## src/rtl/tlb_pkg.sv

```systemverilog
package tlb_pkg;
   // default geometry of the translation cache
   localparam int unsigned DEF_VA_W   = 32;
   localparam int unsigned DEF_PAGE_W = 12;
   localparam int unsigned DEF_SET_W  = 4;
   localparam int unsigned DEF_PPN_W  = 20;
   localparam int unsigned DEF_PERM_W = 4;
   // replacement needs exactly one recency bit per set
   localparam int unsigned NUM_WAYS   = 2;

   typedef logic way_idx_t;
endpackage

```

## src/rtl/tlb_way.sv

```systemverilog
// One way of the cache: valid bits, tags and entries for every set,
// one lookup compare port and one fill-probe compare port.
module tlb_way #(
   parameter int unsigned SET_W = 4,
   parameter int unsigned TAG_W = 16,
   parameter int unsigned PTE_W = 24,
   localparam int unsigned SETS = 1 << SET_W
) (
   input  logic             clk,
   input  logic             rst_n,
   input  logic             clr_all,
   input  logic             wr_en,
   input  logic [SET_W-1:0] wr_set,
   input  logic [TAG_W-1:0] wr_tag,
   input  logic [PTE_W-1:0] wr_pte,
   input  logic [SET_W-1:0] lk_set,
   input  logic [TAG_W-1:0] lk_tag,
   output logic             lk_match,
   output logic [PTE_W-1:0] lk_pte,
   input  logic [SET_W-1:0] pr_set,
   input  logic [TAG_W-1:0] pr_tag,
   output logic             pr_match,
   output logic             pr_valid
);
   logic [SETS-1:0]  vld_q;
   logic [TAG_W-1:0] tag_q [SETS];
   logic [PTE_W-1:0] pte_q [SETS];

   always_ff @(posedge clk or negedge rst_n) begin
      if (!rst_n) begin
         vld_q <= '0;
      end else if (clr_all) begin
         vld_q <= '0;
      end else if (wr_en) begin
         vld_q[wr_set] <= 1'b1;
      end
   end

   always_ff @(posedge clk) begin
      if (wr_en && !clr_all) begin
         tag_q[wr_set] <= wr_tag;
         pte_q[wr_set] <= wr_pte;
      end
   end

   always_comb begin
      lk_match = vld_q[lk_set] && (tag_q[lk_set] == lk_tag);
      lk_pte   = pte_q[lk_set];
      pr_valid = vld_q[pr_set];
      pr_match = vld_q[pr_set] && (tag_q[pr_set] == pr_tag);
   end
endmodule

```

## src/rtl/tlb_lru.sv

```systemverilog
// One recency bit per set; the stored value names the way to replace next.
module tlb_lru #(
   parameter int unsigned SET_W = 4,
   localparam int unsigned SETS = 1 << SET_W
) (
   input  logic             clk,
   input  logic             rst_n,
   input  logic             hit_en,
   input  logic [SET_W-1:0] hit_set,
   input  logic             hit_way,
   input  logic             fill_en,
   input  logic [SET_W-1:0] fill_set,
   input  logic             fill_way,
   input  logic [SET_W-1:0] q_set,
   output logic             victim
);
   logic [SETS-1:0] old_q;

   for (genvar s = 0; s < SETS; s++) begin : g_set
      always_ff @(posedge clk or negedge rst_n) begin
         if (!rst_n) begin
            old_q[s] <= 1'b0;
         end else if (fill_en && (fill_set == SET_W'(s))) begin
            // a fill outranks a hit in the same set
            old_q[s] <= ~fill_way;
         end else if (hit_en && (hit_set == SET_W'(s))) begin
            old_q[s] <= ~hit_way;
         end
      end
   end

   assign victim = old_q[q_set];
endmodule

```

## src/rtl/tlb_victim.sv

```systemverilog
// Picks the way a fill writes: matching entry, then an invalid way, then LRU.
module tlb_victim (
   input  logic       clk,
   input  logic       rst_n,
   input  logic [1:0] pr_match,
   input  logic [1:0] pr_valid,
   input  logic       lru_way,
   output logic       fill_way
);
   always_comb begin
      if (pr_match[0])       fill_way = 1'b0;
      else if (pr_match[1])  fill_way = 1'b1;
      else if (!pr_valid[0]) fill_way = 1'b0;
      else if (!pr_valid[1]) fill_way = 1'b1;
      else                   fill_way = lru_way;
   end


   dup_probe_chk: assert property (@(posedge clk) disable iff (!rst_n)
      !(pr_match[0] && pr_match[1]));
endmodule

```

## src/rtl/tlb_set_assoc.sv

```systemverilog
module tlb_set_assoc
   import tlb_pkg::*;
#(
   parameter int unsigned VA_W   = DEF_VA_W,
   parameter int unsigned PAGE_W = DEF_PAGE_W,
   parameter int unsigned SET_W  = DEF_SET_W,
   parameter int unsigned PPN_W  = DEF_PPN_W,
   parameter int unsigned PERM_W = DEF_PERM_W,
   localparam int unsigned VPN_W = VA_W - PAGE_W,
   localparam int unsigned TAG_W = VPN_W - SET_W,
   localparam int unsigned PTE_W = PPN_W + PERM_W,
   localparam int unsigned PA_W  = PPN_W + PAGE_W
) (
   input  logic              clk,
   input  logic              rst_n,
   input  logic              lk_valid,
   input  logic [VA_W-1:0]   lk_vaddr,
   output logic              lk_hit,
   output logic              lk_miss,
   output logic [PA_W-1:0]   lk_paddr,
   output logic [PERM_W-1:0] lk_perm,
   input  logic              fill_en,
   input  logic [VPN_W-1:0]  fill_vpn,
   input  logic [PPN_W-1:0]  fill_ppn,
   input  logic [PERM_W-1:0] fill_perm,
   input  logic              flush
);
   initial begin
      cfg_split_chk: assert (PAGE_W + SET_W < VA_W)
         else $fatal(1, "set index and offset leave no tag bits");
      cfg_ways_chk: assert (NUM_WAYS == 2)
         else $fatal(1, "single recency bit needs two ways");
   end

   // index from the low VPN bits, tag from the rest, offset unused
   logic [SET_W-1:0] lk_set, fl_set;
   logic [TAG_W-1:0] lk_tag, fl_tag;
   assign lk_set = lk_vaddr[PAGE_W +: SET_W];
   assign lk_tag = lk_vaddr[VA_W-1 : PAGE_W+SET_W];
   assign fl_set = fill_vpn[SET_W-1:0];
   assign fl_tag = fill_vpn[VPN_W-1:SET_W];

   logic [NUM_WAYS-1:0] way_match, pr_match, pr_valid, way_wr;
   logic [PTE_W-1:0]    way_pte [NUM_WAYS];
   logic                fill_go, fill_way, lru_way, hit_any, hit_way;

   // flush discards a fill in the same cycle
   assign fill_go = fill_en && !flush;

   for (genvar w = 0; w < NUM_WAYS; w++) begin : g_way
      assign way_wr[w] = fill_go && (fill_way == way_idx_t'(w));
      tlb_way #(.SET_W(SET_W), .TAG_W(TAG_W), .PTE_W(PTE_W)) i_way (
         .clk     (clk),
         .rst_n   (rst_n),
         .clr_all (flush),
         .wr_en   (way_wr[w]),
         .wr_set  (fl_set),
         .wr_tag  (fl_tag),
         .wr_pte  ({fill_ppn, fill_perm}),
         .lk_set  (lk_set),
         .lk_tag  (lk_tag),
         .lk_match(way_match[w]),
         .lk_pte  (way_pte[w]),
         .pr_set  (fl_set),
         .pr_tag  (fl_tag),
         .pr_match(pr_match[w]),
         .pr_valid(pr_valid[w])
      );
   end

   tlb_victim i_victim (
      .clk     (clk),
      .rst_n   (rst_n),
      .pr_match(pr_match),
      .pr_valid(pr_valid),
      .lru_way (lru_way),
      .fill_way(fill_way)
   );

   tlb_lru #(.SET_W(SET_W)) i_lru (
      .clk     (clk),
      .rst_n   (rst_n),
      .hit_en  (lk_hit),
      .hit_set (lk_set),
      .hit_way (hit_way),
      .fill_en (fill_go),
      .fill_set(fl_set),
      .fill_way(fill_way),
      .q_set   (fl_set),
      .victim  (lru_way)
   );

   // combinational answer, silent in reset
   logic [PTE_W-1:0] sel_pte;
   assign hit_any = |way_match;
   assign hit_way = way_match[1];
   assign sel_pte = hit_way ? way_pte[1] : way_pte[0];
   assign lk_hit  = rst_n && lk_valid && hit_any;
   assign lk_miss = rst_n && lk_valid && !hit_any;
   assign lk_paddr = {sel_pte[PTE_W-1:PERM_W], lk_vaddr[PAGE_W-1:0]};
   assign lk_perm  = sel_pte[PERM_W-1:0];


   outcome_excl_chk: assert property (@(posedge clk) disable iff (!rst_n)
      !(lk_hit && lk_miss));

   outcome_any_chk: assert property (@(posedge clk) disable iff (!rst_n)
      lk_valid |-> (lk_hit || lk_miss));

   flush_miss_chk: assert property (@(posedge clk) disable iff (!rst_n)
      flush |=> !lk_hit);

   rst_quiet_chk: assert property (@(posedge clk)
      !rst_n |-> !(lk_hit || lk_miss));

   no_dup_chk: assert property (@(posedge clk) disable iff (!rst_n)
      !(way_match[0] && way_match[1]));
endmodule

```

## config.mk

```make
export PLATFORM = sky130hd
export DESIGN_NAME = tlb_set_assoc
export DESIGN_NICKNAME = d
export VERILOG_FILES = /design/src/rtl/tlb_pkg.sv /design/src/rtl/tlb_way.sv /design/src/rtl/tlb_lru.sv /design/src/rtl/tlb_victim.sv /design/src/rtl/tlb_set_assoc.sv
export SDC_FILE = /design/constraint.sdc
export NUM_CORES = 1
export LEC_CHECK = 0
export ABC_CLOCK_PERIOD_IN_PS = 9200
export CORE_MARGIN = 2
export CORE_UTILIZATION = 31
export DETAILED_ROUTE_END_ITERATION = 16
export MAX_ROUTING_LAYER = met4
export PLACE_DENSITY = 0.48
export SETUP_SLACK_MARGIN = 0.3
export SYNTH_ARGS = -nofsm -noshare
export SYNTH_HDL_FRONTEND = slang
export SYNTH_SLANG_ARGS = --single-unit
```

## constraint.sdc

```tcl
create_clock -name clk -period 9.2 [get_ports clk]
set_clock_uncertainty 0.1 [all_clocks]
set_input_delay 0.92 -clock clk [delete_from_list [all_inputs] [get_ports clk]]
set_output_delay 0.92 -clock clk [all_outputs]
set_load 0.01 [all_outputs]
```

==> results.py, run 1 <==
metrics = {
    "sta": {
        "rsz0062_at_grt": "no",
        "hold_viol_final": 0,
        "tns_ns": 0,
        "setup_violations": 0,
        "drv_slew": 82,
        "fin_crit_sh_pct": 75.8,
        "slew_headroom_pct": -5.16,
        "max_freq_mhz": 143,
        "whs_ns": 0.184,
        "worst_slew_pin_slew_ns": 1.58,
        "fin_crit_ns": 6.98,
    },
    "routing": {
        "route.vias.total": 29100,
        "totalWireLength_mm": 169,
        "final_antenna_net_count": 0,
        "drt_iter0_markers": 3100,
        "drc": 0,
        "avgViaCountPerCell": 5.47,
        "dr.pass1.iters": 6,
        "wire_per_inst_um": 31.7,
    },
    "synthesis": {
        "yosys-top-cells-area": "edfxtp_1 (68%), mux4_2 (20%), mux2i_1 (2.2%)",
        "ys_types": 73,
        "synth-seq-cells": 1328,
        "async_reset_ff_share_pct": 3.61,
        "synth_compound_area_share_pct": 2.67,
        "synth_edf_count": 1280,
        "synthMuxAreaShare_pct": 22.7,
        "ys.flop_type": "edfxtp_1",
        "synthCells": 2673,
        "synth_top_area_cell": "edfxtp_1",
        "syn_area_per_cell_um2": 21.2,
        "synth_top_family_by_area": "multiplexers",
        "synth_top_area_share_pct": 67.7,
        "syn-cell-area_mm2": 0.0568,
        "synthSimpleGateAreaFrac_pct": 1.74,
        "ys_seq_area_share_pct": 69.8,
        "synth_xor_area_share_pct": 1.20,
        "syn-num-nets": 2754,
        "synth_warnings": 0,
        "synthAdderAreaFrac_pct": 0,
    },
    "floorplan": {
        "rows": 157,
        "core_area_mm2": 0.182,
        "dieArea_mm2": 0.187,
        "initial_utilization_pct": 31.1,
        "fp.dieW_um": 432,
        "ioPinCount": 119,
        "die_y_um": 432,
    },
    "global_route": {
        "grt_pass1_vias": 30400,
        "use_met1_pct": 24.6,
        "antenna_found_initial": 6,
        "grt_max_degree": 148,
        "grt_pass1_wl_mm": 238,
        "gr-usage-met3_pct": 2.81,
        "met2_usage_pct": 30.0,
        "grtUsageTotal_pct": 18.6,
        "grt_overflow": 0,
        "grt_busiest_layer": "met2",
    },
    "critical_path": {
        "cp_slowest_cell": "and3_2",
        "r2r_end": "g_way[0].i_way.tag_q[0][3]",
        "worst-r2r-cell-count": 10,
        "worstSetupPathType": "primary input to primary output",
        "crit_top_cell": "buf_4",
        "cp.required_ns": 8.18,
        "startpoint_type": "primary input",
        "worstReg2RegStart": "g_way[1].i_way.tag_q[1][14]",
        "rrSetupSlack_ns": 3.75,
        "cp-end-kind": "primary output",
        "arrival_ns": 5.96,
        "worstPathCellList": "buf_6, buf_4, mux4_2, mux2i_1, o21ai_0, a2111oi_0, a41oi_1, nor2_1, and3_2, buf_4, mux2_2, clkdlybuf4s50_1",
        "cpPeakStageDelay_ns": 0.86,
        "cp_max_fo": 45,
    },
    "clocking": {
        "cts_tree": "done",
        "cts_resized": 0,
        "clkSlewWorstSetupHoldPaths_ns": 0.07,
        "cts_made_buffers": 143,
        "insertion_delay_ns": 0.80,
        "clockBufferDepth": 3,
        "cts_setup_buffers": 0,
        "root_buffer": "clkbuf_16",
        "cts.sinks": 1328,
        "h-tree-depth": 4,
        "hold_buffers": 0,
    },
    "layout": {
        "nFillCells": 16600,
        "instances_no_fill": 5318,
        "areaGrowthSynthToFinish_pct": 15.2,
        "fin_nets": 2895,
        "multiInputGateArea_mm2": 0.0163,
        "regArea_mm2": 0.0396,
        "layout-drive-gt1-share_pct": 30.6,
    },
    "place": {
        "place_congestion": 0.834,
        "numPortBuffers": 94,
        "dp_hpwl_mm": 96.6,
        "dp.cells": 5054,
    },
    "min_path": {
        "worstHoldPathType": "primary input to asynchronous set/reset pin",
    },
    "pwr": {
        "leakage_uw": 0.0204,
        "ir_worst_vdd_mv": 0.181,
        "power_density_mw_per_mm2": 204,
    },
    "outcome": {
        "status": "finished, violations left",
        "violations": "slew limit",
    },
    "job": {
        "cap_violations": 0,
    },
}
==> worst max-delay path: cells and delay by family <==
kind / cells / cell delay, ns
and+or+nand+nor: 2 / 1.07
AOI/OAI and AO/OA: 3 / 0.70
buffers and inverters: 4 / 2.00
muxes: 3 / 1.05
==> flip-flops by register name (all words and copies together) (netlist names) <==
signal,count
g_way.i_way.tag_q,512
i_lru.old_q,16
g_way.i_way.vld_q,32
g_way.i_way.pte_q,768
==> cell families (layout without fill, tap and decap cells) <==
group                  Yosys count  after routing
other                            0              3
XOR/XNOR                        78             78
buffers and inverters          204            461
flip-flops                    1328           1328
AND/OR/NAND/NOR                197            197
AO/OA/AOI/OAI                  202            202
multiplexers                   664            664
==> metrics by stage <==
step | utilization [%] | worst slack [ns] | total power, µW | area, µm²
6_report | 35.8 | 2.22 | 13300 | 65400
2_1_floorplan | - | 3.75 | 7350 | 56800
3_5_place_dp | 33.3 | 2.12 | 7720 | 60700
4_1_cts | 35.8 | 2.11 | 13500 | 65400
3_3_place_gp | 33.3 | 2.01 | 7710 | 60700
5_1_grt | 35.8 | 1.96 | 13700 | 65400
==> cell type report <==
cell class / count / area share, %
Antenna cell: 3 / 0.0115
Clock buffer: 173 / 5.72
Timing Repair Buffer: 179 / 2.64
Multi-Input combinational cell: 1141 / 24.9
Inverter: 21 / 0.128
Sequential cell: 1328 / 60.6
Tap cell: 2385 / 4.56
Clock inverter: 88 / 1.45
==> per-layer routing <==
layer  up-vias  share of wire, %
li1      11700                 -
met1     16000                42
met2      1114                50
met3       245               5.6
met4         0               2.5
met5         -                 0
==> placed cells by master, fill, tap and decap left out, types with 21 or more instances in the layout <==
master              n
clkdlybuf4s50_1    85
clkinv_1           27
nor2_4             33
xnor2_1            61
a21oi_1            24
mux4_2            496
mux2i_1           123
dfrtp_1            48
clkbuf_1           26
mux2_2             45
o21ai_0            21
edfxtp_1         1280
a22oi_1            23
clkinv_2           30
clkbuf_16         144
buf_4              74
nor2_1             36
nand2_1            59
==> Yosys cell counts (13+ instances only) <==
| master | count |
|---|---|
| a21o_1 | 13 |
| a21oi_1 | 24 |
| a22oi_1 | 23 |
| a31oi_1 | 16 |
| buf_1 | 15 |
| buf_2 | 71 |
| buf_4 | 28 |
| clkbuf_1 | 57 |
| dfrtp_1 | 48 |
| edfxtp_1 | 1280 |
| inv_1 | 17 |
| mux2_2 | 45 |
| mux2i_1 | 123 |
| mux4_2 | 496 |
| nand2_1 | 59 |
| nand3_1 | 17 |
| nor2_1 | 59 |
| o21ai_0 | 21 |
| o22ai_1 | 15 |
| o31ai_1 | 14 |
| xnor2_1 | 61 |
| xor2_1 | 17 |
==> report_power, final <==
group	internal, µW	total (µW)	switching (µW)
Sequential	6670	6690	15.9
Clock	3230	5740	2510
Combinational	378	897	519
==> how the worst max path moves through the flow <==
| stage | startpoint | to | slack [ns] | cells after the start |
|---|---|---|---|---|
| 2_1_floorplan | fill_vpn[1] | g_way[1].i_way.pte_q[9][0] | 3.75 | 10 |
| 6_report | lk_vaddr[15] | lk_paddr[31] | 2.22 | 12 |
| 4_1_cts | lk_vaddr[12] | lk_paddr[31] | 2.11 | 12 |
| 5_1_grt | lk_vaddr[13] | lk_paddr[31] | 1.96 | 12 |
| 3_5_place_dp | lk_vaddr[12] | lk_perm[1] | 2.12 | 12 |
| 3_3_place_gp | lk_vaddr[15] | lk_perm[3] | 2.01 | 12 |
No activity file was read; power rests on OpenSTA's default activity.
==> run 2, diff against run 1 <==
--- a/config.mk
+++ b/config.mk
@@ -5,12 +5,12 @@
 export SDC_FILE = /design/constraint.sdc
 export NUM_CORES = 1
 export LEC_CHECK = 0
-export ABC_CLOCK_PERIOD_IN_PS = 9200
+export ABC_CLOCK_PERIOD_IN_PS = 6350
 export CORE_MARGIN = 2
 export CORE_UTILIZATION = 31
 export DETAILED_ROUTE_END_ITERATION = 16
 export MAX_ROUTING_LAYER = met4
-export PLACE_DENSITY = 0.48
+export PLACE_DENSITY = 0.49
 export SETUP_SLACK_MARGIN = 0.3
 export SYNTH_ARGS = -nofsm -noshare
 export SYNTH_HDL_FRONTEND = slang
==> constraint.sdc (replaced) <==
create_clock -name clk -period 6.35 [get_ports clk]
set_clock_uncertainty 0.1 [all_clocks]
set_input_delay 0.635 -clock clk [delete_from_list [all_inputs] [get_ports clk]]
set_output_delay 0.635 -clock clk [all_outputs]
set_load 0.01 [all_outputs]
==> run 2 against run 1 <==
Net effect: the run now ends clean; clock power increased by 43%; count of clock-buffer cells in the layout increased by 12; utilization increased by 0.40 points; sequential share of layout area decreased by 0.67 points; worst setup slack got worse by 1.2 ns.
==> results.py, run 2 (synthesized netlist as in run 1, its figures left out) <==
metrics = {
    "critical_path": {
        "worstSetupPathType": "primary input to primary output",
        "cp.required_ns": 5.61,
        "rrSetupSlack_ns": 2.16,
        "crit_start": "lk_vaddr[13]",
        "cp_max_fo": 39,
        "arrival_ns": 4.64,
        "worst-r2r-cell-count": 10,
        "worstReg2RegStart": "g_way[1].i_way.tag_q[11][5]",
        "startpoint_type": "primary input",
        "cp-end-kind": "primary output",
    },
    "layout": {
        "post-route-util_pct": 36.2,
        "largest_register_ff_count": 768,
        "layout_common_cells": "edfxtp_1 (1280), mux4_2 (496), clkbuf_16 (146)",
        "final_common_cell": "edfxtp_1",
        "post-route-cell-area_mm2": 0.0661,
        "regArea_mm2": 0.0396,
        "instances_no_fill": 5362,
        "largestRegisters": "g_way.i_way.pte_q: 768 flops, g_way.i_way.tag_q: 512 flops, g_way.i_way.vld_q: 32 flops",
        "areaGrowthSynthToFinish_pct": 16.5,
        "fin_nets": 2940,
        "nFillCells": 16600,
        "regMostFlops": "g_way.i_way.pte_q",
        "layout-drive-gt1-share_pct": 31.1,
        "multiInputGateArea_mm2": 0.0163,
    },
    "global_route": {
        "grt_pass1_vias": 31200,
        "grt_overflow": 0,
        "grt_max_degree": 92,
        "grt_pass1_wl_mm": 237,
        "grtUsageTotal_pct": 18.5,
        "antenna_found_initial": 7,
    },
    "pwr": {
        "ir_worst_vdd_mv": 0.229,
        "leakage_uw": 0.0207,
        "power_density_mw_per_mm2": 291,
    },
    "sta": {
        "worst_slew_pin_slew_ns": 1.16,
        "setup_violations": 0,
        "fin_crit_ns": 5.37,
        "slew_headroom_pct": 22.2,
        "drv_slew": 0,
        "setup_ws_ns": 0.976,
        "fin_crit_sh_pct": 84.6,
        "rsz0062_at_grt": "no",
        "tns_ns": 0,
        "hold_viol_final": 0,
        "max_freq_mhz": 186,
    },
    "place": {
        "dpl_cell_area_mm2": 0.0615,
        "dp_slack_ns": 0.834,
        "dp_hpwl_mm": 99.5,
        "dp.cells": 5095,
        "numPortBuffers": 94,
        "place_congestion": 0.831,
    },
    "min_path": {
        "hp-start": "g_way[1].i_way.vld_q[0]",
        "hold_depth": 1,
        "worstHoldPathType": "register to register",
    },
    "routing": {
        "totalWireLength_mm": 167,
        "avgViaCountPerCell": 5.44,
        "drt_iter0_markers": 2889,
        "drc": 0,
        "final_antenna_net_count": 0,
        "dr.pass1.iters": 5,
        "route.vias.total": 29200,
        "wire_per_inst_um": 31.1,
    },
    "floorplan": {
        "die_y_um": 432,
        "rows": 157,
        "fp.dieW_um": 432,
        "initial_utilization_pct": 31.1,
        "ioPinCount": 119,
        "core_area_mm2": 0.182,
        "dieArea_mm2": 0.187,
    },
    "clocking": {
        "cts_resized": 0,
        "clockBufferDepth": 3,
        "cts_made_buffers": 146,
        "cts.sinks": 1328,
        "clkSlewWorstSetupHoldPaths_ns": 0.05,
        "cts_setup_buffers": 0,
        "hold_buffers": 1,
        "cts_tree": "done",
        "h-tree-depth": 4,
        "root_buffer": "clkbuf_16",
        "insertion_delay_ns": 0.80,
    },
    "outcome": {
        "status": "complete, no violations",
    },
    "job": {
        "cap_violations": 0,
    },
}
## run 2: cell count changes in the layout (fill, tap and decap cells not counted), sizes merged
cell	previous run	this run
dlygate4sd3	0	1
clkinv	67	58
buf	94	135
clkbuf	173	185
bufinv	10	6
clkinvlp	6	8
inv	26	27
## run 2: area by class of cell
| class | count | area share (%) |
|---|---|---|
| flip-flops and latches | 1328 | 59.9 |
| repair buffers | 221 | 3.78 |
| diodes | 3 | 0.0113 |
| inverters | 21 | 0.127 |
| clock buffers | 185 | 5.82 |
| well taps | 2385 | 4.51 |
| clock inverters | 78 | 1.22 |
| multi-input cells | 1141 | 24.6 |
## run 2: where the power goes
part           switching (µW)  internal [µW]
Clock                    3620           4610
Combinational             764            559
Sequential               23.5           9660
Total                    4410          14800
## run 2: per-stage QoR
step                power [µW]  hold WS, ns
detailed placement       11200        0.387
finish                   19200        0.397
CTS                      19500        0.398
global placement         11200        0.379
global route             19900        0.426
floorplan                10600        0.239
## run 2: final timing paths
kind | end
setup reg to reg | g_way[1].i_way.pte_q[15][11]
hold / removal | g_way[1].i_way.vld_q[0]
hold reg to reg | g_way[1].i_way.vld_q[0]
setup / recovery | lk_hit
max in group asynchronous | g_way[1].i_way.vld_q[0]
min in group asynchronous | i_lru.old_q[9]
## run 2: per-layer routing
layer | share of wire, % | GRT usage, %
met1 | 41 | 23.0
met2 | 51 | 30.9
met3 | 5.4 | 2.82
met4 | 3.0 | 6.05
met5 | 0 | -
## run 2: critical path: stages
cell             delay [ns]
buf_8                  0.33
buf_4                  0.36
mux4_2                 0.53
mux2i_1                0.47
o21ai_0                0.15
a221oi_1               0.43
a31o_2                 0.26
o2111ai_2              0.19
a21oi_1                0.55
clkdlybuf4s50_1        0.66
